### src/rtl/raster_pkg.sv
package raster_pkg;

  localparam int SPAN_W = 13;
  localparam int DIV_W  = 8;
  localparam int N_SEG  = 4;

  typedef logic [SPAN_W-1:0] span_t;

  typedef enum logic [1:0] {
    SEG_SYNC   = 2'd0,
    SEG_BACK   = 2'd1,
    SEG_ACTIVE = 2'd2,
    SEG_FRONT  = 2'd3
  } seg_e;

  // Segment lengths are indexed in sequence order: sync, back, active, front.
  typedef struct packed {
    logic [DIV_W-1:0]        div;
    logic [N_SEG-1:0][SPAN_W-1:0] h_len;
    logic [N_SEG-1:0][SPAN_W-1:0] v_len;
    logic                    inv_h;
    logic                    inv_v;
    logic                    inv_pc;
    logic                    sync_fall;
    logic                    illegal;
  } raster_cfg_t;

endpackage

### src/rtl/raster_cfg_decode.sv
module raster_cfg_decode
  import raster_pkg::*;
(
  input  logic [31:0] ctrl_w,
  input  logic [31:0] t0_w,
  input  logic [31:0] t1_w,
  input  logic [31:0] t2_w,
  output raster_cfg_t cfg
);

  logic [9:0]  hsw_m1;
  logic [9:0]  hbp_m1;
  logic [9:0]  hfp_m1;
  logic [10:0] wid_m1;
  logic [10:0] lpp_m1;
  logic [5:0]  vsw_m1;
  logic        rsvd_set;

  always_comb begin
    // Gather split fields back into contiguous values.
    hsw_m1 = {t2_w[30:27], t0_w[15:10]};
    hbp_m1 = {t2_w[5:4],   t0_w[31:24]};
    hfp_m1 = {t2_w[1:0],   t0_w[23:16]};
    wid_m1 = {t0_w[3], t0_w[9:4], 4'hF};
    lpp_m1 = {t2_w[26], t1_w[9:0]};
    vsw_m1 = t1_w[15:10];

    rsvd_set = (|ctrl_w[31:16]) | (|ctrl_w[7:0]) | (|t0_w[2:0]) |
               t2_w[31] | t2_w[23] | (|t2_w[19:6]) | (|t2_w[3:2]);

    cfg          = '0;
    cfg.div      = ctrl_w[15:8];
    cfg.h_len[0] = span_t'(hsw_m1) + span_t'(1);
    cfg.h_len[1] = span_t'(hbp_m1) + span_t'(1);
    cfg.h_len[2] = span_t'(wid_m1) + span_t'(1);
    cfg.h_len[3] = span_t'(hfp_m1) + span_t'(1);
    cfg.v_len[0] = span_t'(vsw_m1) + span_t'(1);
    cfg.v_len[1] = span_t'(t1_w[31:24]);
    cfg.v_len[2] = span_t'(lpp_m1) + span_t'(1);
    cfg.v_len[3] = span_t'(t1_w[23:16]);
    cfg.inv_pc   = t2_w[22];
    cfg.inv_h    = t2_w[21];
    cfg.inv_v    = t2_w[20];
    cfg.sync_fall = t2_w[25] & ~t2_w[24];
    cfg.illegal  = (ctrl_w[15:8] < 8'd2) | rsvd_set;
  end

endmodule

### src/rtl/raster_pclk_gen.sv
module raster_pclk_gen #(
  parameter int DW = 8
) (
  input  logic          clk,
  input  logic          rst_n,
  input  logic          run,
  input  logic [DW-1:0] div,
  output logic          rise_ce,
  output logic          fall_ce,
  output logic          level
);

  logic [DW-1:0] phase;
  logic [DW-1:0] half;

  assign half = div >> 1;

  always_ff @(posedge clk) begin
    if (!rst_n)                        phase <= '0;
    else if (!run)                     phase <= '0;
    else if (phase == div - DW'(1))    phase <= '0;
    else                               phase <= phase + DW'(1);
  end

  // Rising pixel edge closes a period; falling edge sits at its midpoint.
  assign rise_ce = run && (phase == div - DW'(1));
  assign fall_ce = run && (phase == half - DW'(1));
  assign level   = run && (phase < half);

endmodule

### src/rtl/raster_axis_ctr.sv
module raster_axis_ctr
  import raster_pkg::*;
#(
  parameter int CW   = SPAN_W,
  parameter int NSEG = N_SEG
) (
  input  logic                     clk,
  input  logic                     rst_n,
  input  logic                     clr,
  input  logic                     step,
  input  logic [NSEG-1:0][CW-1:0]  len,
  output seg_e                     seg,
  output logic                     last,
  output logic [CW-1:0]            act_idx
);

  logic [CW-1:0] cnt;
  logic [CW-1:0] bound [NSEG+1];

  assign bound[0] = '0;
  for (genvar g = 0; g < NSEG; g++) begin : g_bound
    assign bound[g+1] = bound[g] + len[g];
  end

  assign last = (cnt == bound[NSEG] - CW'(1));

  always_ff @(posedge clk) begin
    if (!rst_n)     cnt <= '0;
    else if (clr)   cnt <= '0;
    else if (step)  cnt <= last ? '0 : cnt + CW'(1);
  end

  always_comb begin
    if (cnt < bound[1])      seg = SEG_SYNC;
    else if (cnt < bound[2]) seg = SEG_BACK;
    else if (cnt < bound[3]) seg = SEG_ACTIVE;
    else                     seg = SEG_FRONT;
    act_idx = (seg == SEG_ACTIVE) ? cnt - bound[2] : '0;
  end

endmodule

### src/rtl/raster_timing_gen.sv
module raster_timing_gen
  import raster_pkg::*;
#(
  parameter int COORD_W = 11
) (
  input  logic               clk,
  input  logic               rst_n,
  input  logic               enable,
  input  logic [31:0]        ctrl_word,
  input  logic [31:0]        timing0,
  input  logic [31:0]        timing1,
  input  logic [31:0]        timing2,
  output logic               pix_ce,
  output logic               pclk_out,
  output logic               hsync,
  output logic               vsync,
  output logic               de,
  output logic [COORD_W-1:0] pix_x,
  output logic [COORD_W-1:0] line_y,
  output logic               frame_done,
  output logic               sync_lost
);

  localparam int CW = SPAN_W;

  logic [31:0] ctrl_q, t0_q, t1_q, t2_q;
  raster_cfg_t cfg;
  logic running, rise_ce, fall_ce, pclk_lvl;
  logic en_q, fd_q, lost_q, hs_f, vs_f;
  logic h_last, v_last, frame_end;
  seg_e h_seg, v_seg;
  logic [CW-1:0] h_idx, v_idx;
  logic hs_raw, vs_raw, de_raw;

  // Shadow words: follow the inputs while idle, refresh at frame boundaries.
  always_ff @(posedge clk) begin
    if (!rst_n) begin
      ctrl_q <= '0;
      t0_q   <= '0;
      t1_q   <= '0;
      t2_q   <= '0;
    end else if (!enable || frame_end) begin
      ctrl_q <= ctrl_word;
      t0_q   <= timing0;
      t1_q   <= timing1;
      t2_q   <= timing2;
    end
  end

  raster_cfg_decode u_dec (
    .ctrl_w (ctrl_q),
    .t0_w   (t0_q),
    .t1_w   (t1_q),
    .t2_w   (t2_q),
    .cfg    (cfg)
  );

  assign running = enable && !cfg.illegal;

  raster_pclk_gen #(.DW(DIV_W)) u_pclk (
    .clk     (clk),
    .rst_n   (rst_n),
    .run     (running),
    .div     (cfg.div),
    .rise_ce (rise_ce),
    .fall_ce (fall_ce),
    .level   (pclk_lvl)
  );

  raster_axis_ctr #(.CW(CW)) u_hctr (
    .clk     (clk),
    .rst_n   (rst_n),
    .clr     (!running),
    .step    (rise_ce),
    .len     (cfg.h_len),
    .seg     (h_seg),
    .last    (h_last),
    .act_idx (h_idx)
  );

  raster_axis_ctr #(.CW(CW)) u_vctr (
    .clk     (clk),
    .rst_n   (rst_n),
    .clr     (!running),
    .step    (rise_ce && h_last),
    .len     (cfg.v_len),
    .seg     (v_seg),
    .last    (v_last),
    .act_idx (v_idx)
  );

  assign frame_end = rise_ce && h_last && v_last;

  assign hs_raw = running && (h_seg == SEG_SYNC);
  assign vs_raw = running && (v_seg == SEG_SYNC);
  assign de_raw = running && (h_seg == SEG_ACTIVE) && (v_seg == SEG_ACTIVE);

  always_ff @(posedge clk) begin
    if (!rst_n) begin
      en_q   <= 1'b0;
      fd_q   <= 1'b0;
      lost_q <= 1'b0;
    end else begin
      en_q   <= enable;
      fd_q   <= frame_end;
      lost_q <= enable && cfg.illegal && (!en_q || fd_q);
    end
  end

  // Sync copies that move on the falling pixel-clock edge.
  always_ff @(posedge clk) begin
    if (!rst_n || !running) begin
      hs_f <= 1'b0;
      vs_f <= 1'b0;
    end else if (fall_ce) begin
      hs_f <= hs_raw;
      vs_f <= vs_raw;
    end
  end

  assign pix_ce     = rise_ce;
  assign pclk_out   = pclk_lvl ^ cfg.inv_pc;
  assign hsync      = (cfg.sync_fall ? hs_f : hs_raw) ^ cfg.inv_h;
  assign vsync      = (cfg.sync_fall ? vs_f : vs_raw) ^ cfg.inv_v;
  assign de         = de_raw;
  assign pix_x      = de_raw ? COORD_W'(h_idx) : '0;
  assign line_y     = de_raw ? COORD_W'(v_idx) : '0;
  assign frame_done = fd_q;
  assign sync_lost  = lost_q;

endmodule

### config.mk
export PLATFORM = sky130hd
export DESIGN_NAME = raster_timing_gen
export DESIGN_NICKNAME = d
export VERILOG_FILES = /design/src/rtl/raster_pkg.sv /design/src/rtl/raster_cfg_decode.sv /design/src/rtl/raster_pclk_gen.sv /design/src/rtl/raster_axis_ctr.sv /design/src/rtl/raster_timing_gen.sv
export SDC_FILE = /design/constraint.sdc
export NUM_CORES = 1
export LEC_CHECK = 0
export BUFFER_PORTS_ARGS = -buffer_cell sky130_fd_sc_hd__buf_2
export CORE_UTILIZATION = 59
export DETAILED_ROUTE_END_ITERATION = 6
export PLACE_DENSITY = 0.89
export SLEW_MARGIN = 25
export SYNTH_ARGS = -nofsm -noshare
export SYNTH_HDL_FRONTEND = slang
export SYNTH_SLANG_ARGS = --single-unit
### constraint.sdc
create_clock -name clk -period 22.9 [get_ports clk]
set_input_delay 6.87 -clock clk [delete_from_list [all_inputs] [get_ports clk]]
set_output_delay 6.87 -clock clk [all_outputs]
set_load 0.005 [all_outputs]
; Word-level counts from Yosys, hierarchy flattened
; Cells that the tools add are included.
[word_totals]
in_bits = 131
ff_bits = 167
n_memories = 0
romBits = 0
mem_bits_rw = 0
out_inout_bits = 29
elab_cells = 104
latchBits = 0
[classes]
n_eq_ne = 6
multipliers = 0
muxes = 14
n_reduce_logical = 29
n_div = 0
n_shift = 0
add_sub_neg = 21
n_bitwise = 14
n_lt_le_gt_ge = 8
[op_table]
columns = operator, count
row1 = 11-bit two-way mux, 4
row2 = "10-bit by 1-bit adder with 11-bit output, second input constant", 3
row3 = "13-bit by 1-bit adder with 13-bit output, second input constant", 2
row4 = 13-bit == test, 2
row5 = 13-bit < comparator, 2
row6 = 13-bit two-way mux, 2
row7 = "13-bit by 1-bit subtractor with 13-bit output, second input constant", 2
row8 = "11-bit by 1-bit adder with 12-bit output, second input constant", 2
row9 = 11-bit subtractor, 2
row10 = 8-bit == test, 2
row11 = 16-bit OR reduction, 1
row12 = 14-bit OR reduction, 1
row13 = 12-bit by 12-bit adder with 13-bit output, 1
row14 = 13-bit by 11-bit adder with 13-bit output, 1
row15 = 13-bit by 12-bit adder with 13-bit output, 1
row16 = 13-bit by 8-bit adder with 13-bit output, 1
row17 = 13-bit by 11-bit < comparator with 1-bit output, 1
row18 = 13-bit by 12-bit < comparator with 1-bit output, 1
row19 = 13-bit by 7-bit < comparator with 1-bit output, 1
row20 = 13-bit by 9-bit < comparator with 1-bit output, 1
row21 = 11-bit by 11-bit adder with 12-bit output, 1
row22 = 1-bit logical AND, 12
row23 = 7-bit by 8-bit adder with 9-bit output, 1
row24 = "8-bit by 1-bit adder with 8-bit output, second input constant", 1
row25 = 19 further kinds, 44

; Depth between registers and ports, before layout
[depth]
word_depth = 14
ltp_mapped = 30
ltp_nobuf = 28

; Cells and area by module
; A second synthesis with hierarchy kept.
[unflattened]
hier_cells = 1957
hier_area_um2 = 15919.0
[modules_own_cells]
columns = module, cells_each, instances, area_each_um2
row1 = raster_timing_gen, 608, 1, 5541.6
row2 = raster_axis_ctr (u_vctr), 524, 1, 4086.4
row3 = raster_axis_ctr (u_hctr), 516, 1, 3932.5
row4 = raster_cfg_decode, 192, 1, 1366.3
row5 = raster_pclk_gen, 117, 1, 992.2

; Least setup slack after synthesis
; No wires, ideal clock.
[synth_path]
kind = input-to-output
start = input port enable
end = output port line_y[9]
cell_stages = 6
t_arrival_ns = 8.288
path_slack_ns = 7.742
cell_sequence = nand2_1 -> nor3_1 -> o21a_1 -> o311ai_0 -> a2111o_1 -> a2111oi_0
[synth_via]
elab_chain_cells = 4
[synth_rtl]
columns = item, line
row1 = from (decl), raster_timing_gen.sv:8  ; input logic enable,
row2 = 1-bit logical AND, raster_timing_gen.sv:58  ; assign running = enable && !cfg.illegal;
row3 = 1-bit logical AND (2 in a row), raster_timing_gen.sv:96  ; assign de_raw = running && (h_seg == SEG_ACTIVE) && (v_seg == SEG_ACTIVE);
row4 = 11-bit two-way mux, raster_timing_gen.sv:127  ; assign line_y = de_raw ? COORD_W'(v_idx) : '0;
row5 = to (decl), raster_timing_gen.sv:19  ; output logic [COORD_W-1:0] line_y,
; No other way between the ends.

; Worst setup path after layout
; Same ends and word-level chain as after synthesis.

==> qor.txt <==
===============================================================================
Status ........................................................... complete, no violations
Mean post-synth cell area ........................................    8.47 um^2
Top cell type's share of synthesized area ........................        27.0%
Flop and latch count out of synthesis ............................          167
Endpoints failing hold ...........................................            0
CTS buffer count .................................................           17
Leakage Power ....................................................   0.00639 uW
Count of cells resized by post-cts repair ........................            0
Peak per-stage delay on the critical path ........................      0.75 ns
Half-perimeter wire length after detailed placement ..............      22.8 mm
Critical Path Source Type ........................................ primary input
CTS HTree Levels .................................................            4
Clk_skew .........................................................    0.0173 ns
Setup violations, final ..........................................            0
Seq/Total Area, Yosys ............................................        27.0%
Kind of critical path ............................................ primary input to primary output
Number of placement rows .........................................           52
Slew at the pin with the worst max-slew slack ....................     0.961 ns
Library cell with the highest instance count after synthesis ..... sky130_fd_sc_hd__dfxtp_1
CTS tree .........................................................          yes
Crit path capture type ........................................... primary output
DRC ..............................................................            0
Skew-Pair Late Insertion Delay ...................................      0.44 ns
Area of the die ..................................................  0.0216 mm^2
Aggregate negative setup slack ...................................         0 ns
Arrival time reported for the critical path endpoint .............     10.04 ns
Crit share post-route ............................................        73.8%
Via/cell ratio ...................................................         5.75
Buffer cell driving the clock tree root .......................... sky130_fd_sc_hd__clkbuf_16
Cell count after synthesis .......................................        1,464
Overall power after layout .......................................       892 uW
Unrepaired setup endpoints after global routing ..................        false
Synthesis-to-finish area growth ..................................        11.2%
Total routing usage reported by global routing ...................        28.0%
Critical path peak fanout ........................................           49
Maximum number of pins on one net before global-route repair .....           85
Standard cell core area ..........................................  0.0204 mm^2
Synth cell count leaders ......................................... 167 x sky130_fd_sc_hd__dfxtp_1, 140 x sky130_fd_sc_hd__nand2_1, 127 x sky130_fd_sc_hd__ha_1
Pwr per Cell Area ................................................ 64.7 mW/mm^2
Antenna violations before repair .................................            3
Highest clock rate ...............................................     59.2 MHz
Worst slew slack as a fraction of its limit ......................        36.0%
I/O Pins .........................................................          160
Req. time, crit path .............................................     16.03 ns
# Post-CTS Setup Buffers .........................................            0
Cell type with the highest occurrence count on the critical path . sky130_fd_sc_hd__buf_2
Standard cell with the maximum stage delay on the critical path .. sky130_fd_sc_hd__a2111o_1
Number of nets in the final layout ...............................        1,858
Class of the tightest hold or removal check ...................... register to register
Warnings from Yosys ..............................................            0
GR Overflow Total ................................................            0
Post-synthesis cell type with the largest combined area .......... sky130_fd_sc_hd__dfxtp_1
Count of input and output buffers ................................          159
Post-DRT Antenna Nets ............................................            0
IR drop worst, VDD ...............................................    0.0468 mV
Pre-antenna DRT Iters ............................................            5
Clock tree buffer depth ..........................................            2
Clock-pin slew on the worst setup and hold paths .................      0.06 ns
Async set-or-reset flop fraction in the synthesized netlist ......           0%
Main flop type after synthesis ................................... sky130_fd_sc_hd__dfxtp_1
Initial core utilization .........................................        60.7%
Leading cell types by total area after synthesis ................. sky130_fd_sc_hd__dfxtp_1 27%, sky130_fd_sc_hd__ha_1 13%, sky130_fd_sc_hd__mux2i_1 6.9%, sky130_fd_sc_hd__xnor2_1 6.4%, sky130_fd_sc_hd__nor2b_1 5.1%
Wire length of the first global-routing pass .....................      49.1 mm
Height of the die ................................................       147 um
Netlist cell types ...............................................           72
Post-route core utilization ......................................        67.5%
Number of flops mapped to enable cells by yosys ..................            0
Max cap viols ....................................................            0
Pins over their slew limit .......................................            0
Vias in the first global route ...................................       10,600
Number of hold buffers added after cts ...........................            0
Post-route minimum period ........................................     16.91 ns
Final weighted congestion in routability-driven placement ........        0.918
Number of clock sinks ............................................          167
Routed wirelength normalized by instance count ...................      16.1 um
Die Wd ...........................................................       147 um
Post-synthesis net count .........................................        1,730
Sum of routed wire length over all layers ........................      30.2 mm
Combined area of all synthesized cells ...........................  0.0124 mm^2
Vias after detailed routing ......................................       10,800
Fraction of final layout cells sized beyond drive strength 1 .....        13.1%
Drt initial violations ...........................................          768
Critical path cell sequence ...................................... buf_2, nand2_1, nor3_1, o21a_1, o311ai_0, a2111o_1, a2111oi_0, buf_2
===============================================================================
-- worst paths after layout --
path / from / end / slack (ns) / depth (start not counted)
min: ctrl_q[20] / ctrl_q[20] / 0.45 / 2
max reg2reg: t1_q[10] / t0_q[18] / 14.83 / 26
min reg2reg: ctrl_q[20] / ctrl_q[20] / 0.45 / 2
max: enable / line_y[9] / 5.99 / 8
-- cell type report --
cell class	count	area (um^2)
antenna	3	7.51
clock buffer	20	447
multi-input combinational	1134	8280
timing repair buffer	164	833
clock inverter	12	143
fill	1598	6630
inverter	108	405
tap	270	338
sequential	167	3340
-- flip-flops by register name (all words and copies together), names as in the netlist --
signal,count
vs_f,1
u_hctr.cnt,13
ctrl_q,32
hs_f,1
t0_q,32
t1_q,32
en_q,1
u_pclk.phase,8
t2_q,32
u_vctr.cnt,13
frame_done,1
sync_lost,1
-- metal layers --
layer,GRT usage (%),part of all wire [%],vias up
met1,32.8,42,5041
li1,-,-,5313
met2,49.4,48,367
met4,12.1,3.0,2
met3,5.87,6.6,68
met5,0,0.043,-
-- power by group --
group | total (uW) | leakage, uW | switching [uW] | internal [uW]
registers | 314 | 0.00137 | 10.5 | 304
logic | 284 | 0.00474 | 158 | 126
clock network | 294 | 0.000280 | 128 | 166
-- metrics by stage --
step	worst slack [ns]	cells	instance area (um^2)	hold slack [ns]
floorplan	7.74	1464	12400	0.430
global placement	6.27	1843	13200	0.437
CTS	6.10	1875	13800	0.453
finish	5.99	1878	13800	0.450
detailed placement	6.10	1843	13200	0.446
global route	5.84	1876	13800	0.467
-- worst max-delay path, delay by kind of cell --
family / cells / cell delay, ns
compound gates: 4 / 1.57
buf+inv: 2 / 0.90
simple gates: 2 / 0.67
-- logic make-up after synthesis --
family | Yosys count | synth area share (%)
muxes | 88 | 7.12
DFF | 167 | 27.0
adders and majority gates | 139 | 14.4
buffers and inverters | 163 | 6.27
xor gates and xnor gates | 138 | 9.74
AOI/OAI and AO/OA | 257 | 14.7
and+or+nand+nor | 512 | 20.8
-- placed cells by master (no fill, tap or decap), drive strengths merged, types with 41 or more instances in the layout --
| cell type | Yosys | final |
|---|---|---|
| a21oi | 41 | 41 |
| nand2 | 140 | 140 |
| nor2b | 102 | 102 |
| mux2i | 86 | 86 |
| xor2 | 47 | 47 |
| a21boi | 48 | 48 |
| dfxtp | 167 | 167 |
| nor2 | 98 | 98 |
| o21ai | 48 | 48 |
| inv | 108 | 112 |
| ha | 127 | 127 |
| buf | 16 | 164 |
| xnor2 | 91 | 91 |
(Power assumes the default switching activity.)
